<file path="config.mk">
export PLATFORM = sky130hd
export DESIGN_NAME = vec_ldst_agu
export DESIGN_NICKNAME = d
export VERILOG_FILES = /design/src/rtl/vlsag_pkg.sv /design/src/rtl/vlsag_mode_dec.sv /design/src/rtl/vlsag_addr_calc.sv /design/src/rtl/vlsag_trunc.sv /design/src/rtl/vec_ldst_agu.sv
export SDC_FILE = /design/constraint.sdc
export NUM_CORES = 2
export LEC_CHECK = 0
export CORE_AREA = 2 2 318 320
export CTS_CLUSTER_DIAMETER = 50
export CTS_CLUSTER_SIZE = 14
export DETAILED_ROUTE_END_ITERATION = 7
export DIE_AREA = 0 0 320 322
export PLACE_DENSITY_LB_ADDON = 0.08
export SYNTH_ARGS = -nofsm -noshare
export SYNTH_HDL_FRONTEND = slang
export SYNTH_SLANG_ARGS = --single-unit
</file>
<file path="constraint.sdc">
create_clock -name clk -period 9.8 [get_ports clk]
set_clock_uncertainty 0.05 [all_clocks]
set_input_delay 0.98 -clock clk [delete_from_list [all_inputs] [get_ports clk]]
set_output_delay 0.98 -clock clk [all_outputs]
set_load 0.005 [all_outputs]
</file>
<file path="src/rtl/vlsag_pkg.sv">
package vlsag_pkg;

    typedef enum logic [1:0] {
        MODE_UNIT  = 2'd0,
        MODE_ELEM  = 2'd1,
        MODE_INDEX = 2'd2
    } mode_e;

    typedef enum logic [1:0] {
        OPW_B = 2'd0,
        OPW_H = 2'd1,
        OPW_W = 2'd2,
        OPW_D = 2'd3
    } opw_e;

    typedef enum logic [1:0] {
        ST_IDLE = 2'd0,
        ST_RUN  = 2'd1,
        ST_FIN  = 2'd2
    } state_e;

    // Access size in bytes for a width code.
    function automatic logic [3:0] opw_bytes(opw_e w);
        return 4'd1 << w;
    endfunction

endpackage

</file>
<file path="src/rtl/vlsag_mode_dec.sv">
module vlsag_mode_dec
    import vlsag_pkg::*;
(
    input  logic  base_is_vec,
    input  logic  elem_stride,
    input  logic  imm_zero,
    output mode_e mode,
    output logic  rsvd
);
    always_comb begin
        rsvd = 1'b0;
        if (base_is_vec) begin
            mode = MODE_INDEX;
        end else if (!elem_stride) begin
            mode = MODE_UNIT;
        end else if (!imm_zero) begin
            mode = MODE_ELEM;
        end else begin
            mode = MODE_UNIT;
            rsvd = 1'b1;
        end
    end
endmodule

</file>
<file path="src/rtl/vlsag_addr_calc.sv">
module vlsag_addr_calc
    import vlsag_pkg::*;
#(
    parameter int ADDR_W = 64,
    parameter int MAX_VL = 8,
    parameter int VL_W   = 4
) (
    input  mode_e                      mode,
    input  opw_e                       opw,
    input  logic [ADDR_W-1:0]          base,
    input  logic [ADDR_W-1:0]          imm,
    input  logic [VL_W-1:0]            idx,
    input  logic [MAX_VL*ADDR_W-1:0]   idx_vec,
    output logic [ADDR_W-1:0]          addr
);
    logic [ADDR_W-1:0] sel_idx;
    logic [ADDR_W-1:0] idx_ext;

    assign idx_ext = ADDR_W'(idx);

    always_comb begin
        sel_idx = '0;
        for (int k = 0; k < MAX_VL; k++) begin
            if (idx == VL_W'(k)) sel_idx = idx_vec[k*ADDR_W +: ADDR_W];
        end
    end

    always_comb begin
        unique case (mode)
            MODE_ELEM:  addr = base + (idx_ext * imm);
            MODE_INDEX: addr = sel_idx + imm;
            default:    addr = base + imm + (idx_ext << opw);
        endcase
    end
endmodule

</file>
<file path="src/rtl/vlsag_trunc.sv">
module vlsag_trunc
    import vlsag_pkg::*;
(
    input  logic [63:0] data_i,
    input  logic [1:0]  width,
    output logic [63:0] data_o
);
    always_comb begin
        unique case (opw_e'(width))
            OPW_B:   data_o = {56'd0, data_i[7:0]};
            OPW_H:   data_o = {48'd0, data_i[15:0]};
            OPW_W:   data_o = {32'd0, data_i[31:0]};
            default: data_o = data_i;
        endcase
    end

    // nothing survives above the destination size
    always_comb begin
        a_r11_upper_zero: assert (width == 2'd3 ||
            (data_o >> (6'd8 << width)) == 64'd0);
    end
endmodule

</file>
<file path="src/rtl/vec_ldst_agu.sv">
module vec_ldst_agu
    import vlsag_pkg::*;
#(
    parameter int ADDR_W = 64,
    parameter int MAX_VL = 8,
    parameter int IMM_W  = 16,
    localparam int VL_W  = $clog2(MAX_VL + 1)
) (
    input  logic                      clk,
    input  logic                      rst,
    input  logic                      start,
    input  logic [ADDR_W-1:0]         base_in,
    input  logic [MAX_VL*ADDR_W-1:0]  idx_vec_in,
    input  logic                      base_is_vec,
    input  logic                      elem_stride,
    input  logic [IMM_W-1:0]          imm_in,
    input  logic [1:0]                opw_in,
    input  logic [VL_W-1:0]           vl_in,
    output logic                      idle,
    output logic                      out_valid,
    input  logic                      out_ready,
    output logic [ADDR_W-1:0]         out_addr,
    output logic [3:0]                out_bytes,
    output logic [VL_W-1:0]           out_idx,
    output logic                      done,
    output logic                      rsvd_enc,
    input  logic [63:0]               ld_data,
    input  logic [1:0]                dst_opw,
    output logic [63:0]               trunc_data
);
    state_e                    state_q;
    mode_e                     mode_d, mode_q;
    logic                      rsvd_d;
    opw_e                      opw_q;
    logic [ADDR_W-1:0]         base_q, imm_q;
    logic [MAX_VL*ADDR_W-1:0]  idxv_q;
    logic [VL_W-1:0]           vl_q, idx_q, vl_eff;
    logic [ADDR_W-1:0]         imm_ext;

    assign imm_ext = {{(ADDR_W-IMM_W){imm_in[IMM_W-1]}}, imm_in};
    assign vl_eff  = (vl_in > VL_W'(MAX_VL)) ? VL_W'(MAX_VL) : vl_in;

    vlsag_mode_dec u_dec (
        .base_is_vec (base_is_vec),
        .elem_stride (elem_stride),
        .imm_zero    (imm_in == '0),
        .mode        (mode_d),
        .rsvd        (rsvd_d)
    );

    always_ff @(posedge clk) begin
        if (rst) begin
            state_q  <= ST_IDLE;
            mode_q   <= MODE_UNIT;
            opw_q    <= OPW_B;
            base_q   <= '0;
            imm_q    <= '0;
            idxv_q   <= '0;
            vl_q     <= '0;
            idx_q    <= '0;
            rsvd_enc <= 1'b0;
        end else begin
            unique case (state_q)
                ST_IDLE: if (start) begin
                    mode_q   <= mode_d;
                    opw_q    <= opw_e'(opw_in);
                    base_q   <= base_in;
                    imm_q    <= imm_ext;
                    idxv_q   <= idx_vec_in;
                    vl_q     <= vl_eff;
                    idx_q    <= '0;
                    rsvd_enc <= rsvd_d;
                    state_q  <= (vl_eff == '0) ? ST_FIN : ST_RUN;
                end
                ST_RUN: if (out_ready) begin
                    if (idx_q == vl_q - VL_W'(1)) state_q <= ST_FIN;
                    else                          idx_q   <= idx_q + VL_W'(1);
                end
                default: state_q <= ST_IDLE;
            endcase
        end
    end

    vlsag_addr_calc #(
        .ADDR_W (ADDR_W),
        .MAX_VL (MAX_VL),
        .VL_W   (VL_W)
    ) u_calc (
        .mode    (mode_q),
        .opw     (opw_q),
        .base    (base_q),
        .imm     (imm_q),
        .idx     (idx_q),
        .idx_vec (idxv_q),
        .addr    (out_addr)
    );

    vlsag_trunc u_trunc (
        .data_i (ld_data),
        .width  (dst_opw),
        .data_o (trunc_data)
    );

    assign idle      = (state_q == ST_IDLE);
    assign out_valid = (state_q == ST_RUN);
    assign done      = (state_q == ST_FIN);
    assign out_idx   = idx_q;
    assign out_bytes = opw_bytes(opw_q);

    // a stalled element is held unchanged
    a_r7_hold_on_stall: assert property (@(posedge clk) disable iff (rst)
        out_valid && !out_ready |=> out_valid && $stable(out_addr) && $stable(out_idx));

    // zero length goes straight to done
    a_r9_zero_len_done: assert property (@(posedge clk) disable iff (rst)
        idle && start && vl_in == '0 |=> done && !out_valid);

    // element number stays inside the accepted length
    a_r8_idx_in_range: assert property (@(posedge clk) disable iff (rst)
        out_valid |-> out_idx < vl_q);

    // done never overlaps an offered element and lasts one cycle
    a_r8_done_pulse: assert property (@(posedge clk) disable iff (rst)
        done |-> !out_valid ##1 !done);
endmodule

</file>
==> impl_metrics.tcl <==
set metrics [dict create \
    status "completed" \
    drive_gt1_share_pct 4.57 \
    yosys_warnings 0 \
    total_power_mw 7.54 \
    gp_congestion 0.965 \
    ioPinCount 810 \
    startpoint_type "flop" \
    design_area_um2 51600 \
    synthFlopType "dfxtp_1" \
    postRouteAntennaNets 0 \
    wl_mm 169 \
    cpPeakStageDelay_ps 530 \
    grt_max_degree 223 \
    die_h_um 322 \
    syn_nets 6529 \
    dp_slack_ps 797 \
    cts-root-buf "clkbuf_16" \
    grt.met3_usage_pct 6.55 \
    synthTopCellsByCount "nand2_1 (1,488), a21oi_1 (925), dfxtp_1 (607), clkbuf_1 (353), ha_1 (298)" \
    ctsHoldBuffers 0 \
    synth_top_area_share_pct 30.5 \
    worstMarginPinSlew_ps 1320 \
    use_met1_pct 43.9 \
    min_period_ps 9350 \
    grt.total_usage_pct 31.4 \
    fmax_mhz 107 \
    relSlewSlack_pct 11.6 \
    end_kind "output pin" \
    place_area_um2 48500 \
    cap_violations 0 \
    path_max_fanout 19 \
    cts-buffers-inserted 82 \
    cpMostUsedCell "ha_1" \
    synth-edff-count 0 \
    first_global_vias 39224 \
    die_x_um 320 \
    p_leak_nw 22.3 \
    wl_per_cell_um 22.6 \
    tritoncts "yes" \
    yosysMostFrequentCell "nand2_1" \
    drv_slew 0 \
    fin_setup_tns_ps 0 \
    clk_latency_ps 650 \
    synthTopCellsByArea "dfxtp_1 (31%), nand2_1 (14%), a21oi_1 (12%), ha_1 (9.4%), a221oi_1 (3.8%)" \
    worstHoldPathType "flop to flop" \
    io_buffers 793 \
    fin_crit_sh_pct 95.4 \
    dpl.hpwl_mm 129 \
    irDropWorstVdd_uv 115 \
    path_class "flop to output pin" \
    grt-busiest-layer "met2" \
    worstPathArrival_ps 8320 \
    num_vias 41686 \
    core_area_um2 99600 \
    rsz0062_at_grt "no" \
    nNetsFinal 7072 \
    grt_first_pass_wirelength_mm 248 \
    synth_top_area_cell "dfxtp_1" \
    met2_usage_pct 48.6 \
    initial_core_util_pct 40.0 \
    dieArea_um2 103000 \
    powerDensity_nw_per_um2 146 \
    synth_area_um2 39800 \
    syn_inst 5518 \
    yosysSeqAreaShare_pct 30.5 \
    required_ps 8770 \
    setup_viol 0 \
    antenna_found_initial 47 \
    synth-seq-cells 607 \
    num_rows 116 \
    cts.clk_slew.worst_paths_ps 50 \
    syn2layout_area_growth_pct 29.5 \
    htree_levels 3 \
    syn_avg_cell_area_um2 7.22 \
    synthDistinctLibCells 86 \
    drt-pass1-iter-count 8 \
    slowest_stage "dfxtp_1" \
    ys_async_sr_fraction_pct 0 \
    cts.sinks 607 \
    fin_ws_ps 446 \
    viasPerCell 5.60 \
    drt_iter0_drc 4466 \
    hold_violations 0 \
    gr-total-overflow 0 \
    cts_max_path_buffers 3 \
    drc 0 \
    final_core_util_pct 51.8 \
]
## flip-flops by register name, indices dropped and copies added (netlist names)
signal and flops:
base_q 64, state_q 2, mode_q 2, out_idx 4, idxv_q 512, vl_q 4, opw_q 2, rsvd_enc 1
imm_q 16
## where the power goes
| group | total (mW) | internal, mW | leakage [nW] | switching, mW |
|---|---|---|---|---|
| Combinational | 1.54 | 0.687 | 15.9 | 0.855 |
| Clock | 3.27 | 1.96 | 1.44 | 1.32 |
| Sequential | 2.72 | 2.61 | 4.98 | 0.105 |
## worst paths after layout
path	start	depth (start not counted)	slack [ps]	to
worst max-delay path	imm_q[3]	29	450	out_addr[62]
worst min-delay path	idxv_q[409]	2	400	idxv_q[409]
worst max register to register	state_q[0]	6	6340	idxv_q[326]
worst min register to register	idxv_q[409]	2	400	idxv_q[409]
## repair_timing
| action | 4_1_cts | 5_1_grt |
|---|---|---|
| endpoints found under the setup margin | 0 | 29 |
| buffers inserted | 0 | 2 |
| gates resized for setup | 0 | 14 |
| hold endpoints to repair | 0 | 0 |
## final cells by class
type	instances	area, um^2
antenna	20	50.0
clock buffer	92	2160
clock inverter	59	808
fill	9906	48000
inverter	131	492
multi-input combinational	4394	25800
sequential	607	12200
tap	1298	1620
timing repair buffer	845	8440
## cells by family (layout without fill, tap and decap cells)
family,Yosys count,after routing,synth area share [%]
AND/OR/NAND/NOR,2157,2157,22.6
AO/OA/AOI/OAI,1684,1684,25.7
flip-flops,607,607,30.5
buffers and inverters,517,1127,4.99
adder cells (fa/ha/maj),341,341,11.5
XOR/XNOR,202,202,4.44
multiplexers,10,10,0.261
other,0,20,0
## metrics by stage
stage	instances	hold WS, ps
final	7446	398
after global routing	7445	413
after CTS	7424	401
after detailed placement	7273	393
after global placement	7273	388
after floorplan	5518	383
## cell usage in the layout (no fill, tap or decap), drive strengths merged, types with 32 or more instances in the layout
cell type and instances:
nand2 1489, a21oi 931, clkdlybuf4s50 792, dfxtp 607, ha 298, nor2 261, o21ai 247, a221oi 176
inv 155, xnor2 129, a21o 109, nor3 92, clkbuf 92, and2 80, xor2 73, buf 53
and3 51, nand3 45, fa 43, o21a 38, nor2b 37, nand4 32
## critical path, delay by kind of cell, from the launching register on
| family | cells | cell delay (ps) |
|---|---|---|
| XOR/XNOR | 2 | 300 |
| buffers and inverters | 4 | 770 |
| adder cells (fa/ha/maj) | 5 | 1940 |
| flip-flops | 1 | 530 |
| AO/OA/AOI/OAI | 12 | 3170 |
| AND/OR/NAND/NOR | 6 | 950 |
## routing by layer
metal	vias to the layer above	routed length, um
li1	20234	-
met1	19720	76800
met2	1445	74800
met3	243	12900
met4	44	3860
met5	-	274
Power figures use the tool's default switching activity.
